### src/rtl/mf_search_sup.sv
module mf_search_sup #(
  parameter int OK_MS     = 400,
  parameter int GIVEUP_MS = 500,
  localparam int CNT_W    = $clog2(GIVEUP_MS + 1)
) (
  input  logic       clk,
  input  logic       rst_n,
  input  logic       frame_rec_i,
  input  logic       mf_found_i,
  input  logic       tick_1ms_i,
  input  logic       flag_rd_i,
  input  logic       mask_wr_i,
  input  logic [1:0] mask_din_i,
  output logic [1:0] mask_o,
  output logic       mf_ok_o,
  output logic       mf_fail_o,
  output logic       search_o,
  output logic       frame_only_o,
  output logic       tx_alarm_o,
  output logic       irq_o
);

  logic [CNT_W-1:0] ms_cnt;
  logic             searching, fo, ok_f, fail_f;
  logic [1:0]       mask;

  wire active  = searching & ~frame_rec_i;
  wire found   = active & mf_found_i;
  wire early   = ms_cnt < CNT_W'(OK_MS);
  wire last_ms = ms_cnt == CNT_W'(GIVEUP_MS - 1);
  wire expire  = active & ~mf_found_i & tick_1ms_i & last_ms;
  wire set_ok  = found & early;

  always_ff @(posedge clk) begin
    if (!rst_n) begin
      searching <= 1'b0;
      ms_cnt    <= '0;
      fo        <= 1'b0;
    end else if (frame_rec_i) begin
      searching <= 1'b1;
      ms_cnt    <= '0;
      fo        <= 1'b0;
    end else if (searching) begin
      if (mf_found_i) begin
        searching <= 1'b0;
      end else if (tick_1ms_i) begin
        if (last_ms) begin
          searching <= 1'b0;
          fo        <= 1'b1;
        end else begin
          ms_cnt <= ms_cnt + 1'b1;
        end
      end
    end
  end

  always_ff @(posedge clk) begin
    if (!rst_n) begin
      ok_f   <= 1'b0;
      fail_f <= 1'b0;
      mask   <= 2'b11;
    end else begin
      ok_f   <= set_ok | (ok_f & ~flag_rd_i);
      fail_f <= expire | (fail_f & ~flag_rd_i);
      if (mask_wr_i) mask <= mask_din_i;
    end
  end

  assign mask_o       = mask;
  assign mf_ok_o      = ok_f;
  assign mf_fail_o    = fail_f;
  assign search_o     = searching;
  assign frame_only_o = fo;
  assign tx_alarm_o   = ~fo;
  assign irq_o        = (ok_f & ~mask[0]) | (fail_f & ~mask[1]);

endmodule

### config.mk
export PLATFORM = sky130hd
export DESIGN_NAME = mf_search_sup
export DESIGN_NICKNAME = d
export VERILOG_FILES = /design/src/rtl/mf_search_sup.sv
export SDC_FILE = /design/constraint.sdc
export NUM_CORES = 1
export LEC_CHECK = 0
export CAP_MARGIN = 40
export CORE_MARGIN = 8
export CORE_UTILIZATION = 45
export CTS_BUF_LIST = sky130_fd_sc_hd__clkbuf_16
export CTS_CLUSTER_DIAMETER = 30
export DETAILED_ROUTE_END_ITERATION = 7
export PLACE_DENSITY_LB_ADDON = 0.08
export SYNTH_ARGS = -nofsm -noshare
export SYNTH_HDL_FRONTEND = slang
export SYNTH_SLANG_ARGS = --single-unit
### constraint.sdc
create_clock -name clk -period 2.5 [get_ports clk]
set_clock_uncertainty 0.05 [all_clocks]
set_input_delay 0.5 -clock clk [delete_from_list [all_inputs] [get_ports clk]]
set_output_delay 0.5 -clock clk [all_outputs]
set_load 0.02 [all_outputs]
# Yosys cells after proc, flatten, opt, wreduce, memory -nomap -nowiden
# Index checks and enable logic that the tools add are counted.
# word_totals
reg_bits,15
word_cells,38
# classes
n_addsub,1
n_lt_le_gt_ge,1
n_eq_ne,1
mux,5
bitwise,21
reduce_logical,3
# ops
cell,n
1-bit AND,10
9-bit by 1-bit adder with 9-bit output (second input constant),1
9-bit equality test (second input constant),1
9-bit less-than comparator (second input constant),1
1-bit NOT,8
4-bit AND reduction,2
1-bit 2-to-1 mux,5
1-bit OR,3
2-bit OR reduction,1

# Depth between registers and ports, before layout
# depth
word_depth,6
ltp_mapped,4

# Worst setup path after synthesis
# No wires, ideal clock.
# synth_path
path_type,input port to flip-flop
start,in mf_found_i
end,reg ms_cnt[5]
setup_ps,135
arrival_ps,1246
required_ps,2315
setup_slack_ps,1069
stages,4
cell_sequence,nand3b_1 > buf_2 > o311ai_0 > o41ai_1
# synth_between
elab_chain_cells,2
# synth_lines
element,line_no,text
from (decl),9,"input logic mf_found_i,"
1-bit NOT (no line),--,
4-bit AND reduction (no line),--,
to (signal assigned),51,ms_cnt <= ms_cnt + 1'b1;
to (decl),23,logic [CNT_W-1:0] ms_cnt;
# No other way between the ends.
# A chain may end at the register's enable or synchronous reset.

# Worst setup path in the final report
# layout_path
start,in mf_found_i
end,reg ms_cnt[7]
# The elaborated chain is that of the path after synthesis.

==> summary.txt <==
Die
  • Die area: 3140 µm²
  • Die H: 56.0 µm
  • # rows: 14
  • Initial Util: 47.8%
  • Core area: 1510 µm²
  • I/O pins: 17
  • Die W: 56.0 µm

Drt
  • Via density: 5.76
  • Via count: 662
  • DR WL/cell: 14.1 µm
  • Routed WL: 1.62 mm
  • Post-route ant nets: 0
  • DRT iter0 DRCs: 13
  • TritonRoute pass-1 iters: 4
  • # DRC: 0

STA
  • Slew Limit Fails: 0
  • RSZ-0062 raised after global routing: false
  • Setup Total Neg Slack: 0 ns
  • Hold Slack: 0.415 ns
  • Max Freq: 506 MHz
  • Final setup fails: 0
  • Slew of the pin with the lowest slew margin: 0.451 ns
  • Hold Vio Cnt, Final: 0
  • Worst slew margin: 69.9%
  • Fin crit share: 79.1%
  • Final min period: 1.98 ns

Critical path
  • Worst EP required: 2.62 ns
  • Startpoint types: input port
  • Crit-path max cell delay: 0.60 ns
  • Crit path buffers/inverters: 1
  • CP Capture Type: register
  • CP max FO: 13
  • WP data arrival: 2.10 ns
  • Critical path class: input port to register
  • Top delay family on crit path: simple AND/OR/NAND/NOR gates
  • Worst path cell trace: clkdlybuf4s50_1, nand3b_1, or4_1, a21oi_1
  • Highest-delay cell along the critical path: or4_1

Yosys
  • Syn Area/Cell: 8.90 µm²
  • Register area share after synthesis: 41.7%
  • Distinct cell type count after synthesis: 33
  • Post-Syn Instances: 81
  • Yosys reg bits: 15
  • Syn. warnings: 0
  • Syn_nets: 91
  • Mapped Area: 721 µm²

Cells and area
  • Area of the multi-input gates: 393 µm²
  • P&R area growth vs syn: 34.9%
  • Fill count: 129
  • Reg area: 300 µm²
  • Core Util, Final: 64.5%
  • Fraction of layout cells with a size suffix above 1: 5.05%
  • Commonest cells after routing, fill and taps aside: 16 x clkdlybuf4s50_1, 15 x dfxtp_1, 7 x nand2_1
  • Commonest non-fill, non-tap cell in the layout: clkdlybuf4s50_1
  • Total Nets Final: 110
  • Diodes inserted: 0

Pwr
  • Peak VDD IR: 0.000393 V
  • Power Density: 614 nW/µm²
  • Pleak: 0.328 nW

Global route
  • Total grt overflow: 0
  • Initial antenna violation count: 0
  • Largest net degree at the start of global routing: 14
  • First-pass GRT wire length: 2.89 mm
  • Total global-route track usage: 10.9%
  • Vias in the first global route: 628

CTS
  • TritonCTS Buffers: 3
  • H-tree levels: 1
  • Number of setup buffers added after CTS: 0
  • Hold_buf cts: 0
  • Root Buffer: clkbuf_16
  • Maximum root-to-sink buffer count: 2
  • # resized after CTS: 0
  • Worst-path clk slew: 0.05 ns
  • CTS tree: done
  • Worst-skew pair later-pin latency: 0.24 ns
  • CTS sink cnt: 15

Min path
  • Worst hold path type: register to register

Placement
  • # port buffers: 16
  • Routability Congestion: 0.754
  • Post-DP HPWL: 1.21 mm

Outcome
  • Status: finished clean

Job
  • Maxcap violations: 0
[synthesized netlist by cell type]
cell type,number,area (µm²)
dfxtp_1,15,300
nand2_1,7,26.3
a21oi_1,6,30.0
inv_1,5,18.8
nand2b_1,5,31.3
mux2i_1,4,40.0
nand3_1,3,15.0
nand4_1,3,18.8
o31ai_1,3,22.5
or4_1,3,22.5
o21ai_0,2,10.0
o22ai_1,2,12.5
o311ai_0,2,17.5
or3_1,2,12.5
a211oi_1,1,7.51
a21boi_0,1,7.51
a31oi_1,1,6.26
a41o_1,1,10.0
a41oi_1,1,8.76
and2_1,1,6.26
and3_1,1,6.26
and3b_1,1,8.76
buf_2,1,5.00
clkbuf_1,1,3.75
ha_1,1,12.5
nand3_2,1,10.0
nand3b_1,1,7.51
nand4b_1,1,8.76
nor2_1,1,3.75
nor2b_1,1,6.26
nor3b_1,1,7.51
o21a_1,1,7.51
o41ai_1,1,8.76
[cell families (layout without fill, tap and decap cells)]
family                   count (synthesis)  after routing  synth area share, %
AND/OR/NAND/NOR                         32             32                 26.6
AO/OA/AOI/OAI                           22             22                 20.7
flip-flops                              15             15                 41.7
buffers and inverters                    7             25                 3.82
multiplexers                             4              4                 5.56
adder cells (fa/ha/maj)                  1              1                 1.74
[sequential cells by signal (all words and copies together) (netlist names)]
signal	cells
mask_o	2
search_o	1
frame_only_o	1
mf_fail_o	1
mf_ok_o	1
ms_cnt	9
[through the flow]
stage / area, µm² / worst slack (ns) / power, W / cells
3_3_place_gp: 892 / 0.332 / 0.000294 / 111
4_1_cts: 972 / 0.525 / 0.000606 / 115
6_report: 972 / 0.522 / 0.000597 / 115
5_1_grt: 972 / 0.399 / 0.000620 / 115
3_5_place_dp: 892 / 0.300 / 0.000295 / 111
2_1_floorplan: 721 / 1.07 / 0.000270 / 81
[worst register-to-register path: cells and delay by family (launching register included)]
kind	cells	cell delay (ns)
compound gates	1	0.24
flops	1	0.38
simple gates	2	0.58
fa+ha+maj	1	0.26
[per-layer routing]
metal	vias up	share of wire [%]	wire length (µm)	global-route usage, %
met5	-	0	0	0
met4	0	0.74	12	3.09
met3	2	5.2	85	3.65
met2	15	49	794	17.4
met1	300	45	729	13.3
li1	345	-	-	-
[path summary, 6_finish.rpt]
path | from | to | slack (ns) | cells after the start
min reg2reg | frame_only_o$_SDFFE_PP0P_ | frame_only_o$_SDFFE_PP0P_ | 0.41 | 2
min | frame_only_o$_SDFFE_PP0P_ | frame_only_o$_SDFFE_PP0P_ | 0.41 | 2
max reg2reg | ms_cnt[0]$_SDFFE_PP0P_ | ms_cnt[2]$_SDFFE_PP0P_ | 0.88 | 4
max | mf_found_i | ms_cnt[7]$_SDFFE_PP0P_ | 0.52 | 4
[where the power goes]
group,internal (W),leakage [nW],switching [W]
combinational,0.0000240,0.166,0.0000193
clock,0.000213,0.0409,0.0000938
sequential,0.000243,0.122,0.00000307
[layout make-up]
cell class / count / area share (%)
Inverter: 5 / 1.93
Clock buffer: 3 / 7.72
Clock inverter: 1 / 0.515
Tap cell: 16 / 2.06
Multi-Input combinational cell: 59 / 40.4
Timing Repair Buffer: 16 / 16.5
Sequential cell: 15 / 30.9
No activity file was read; power rests on OpenSTA's default activity.
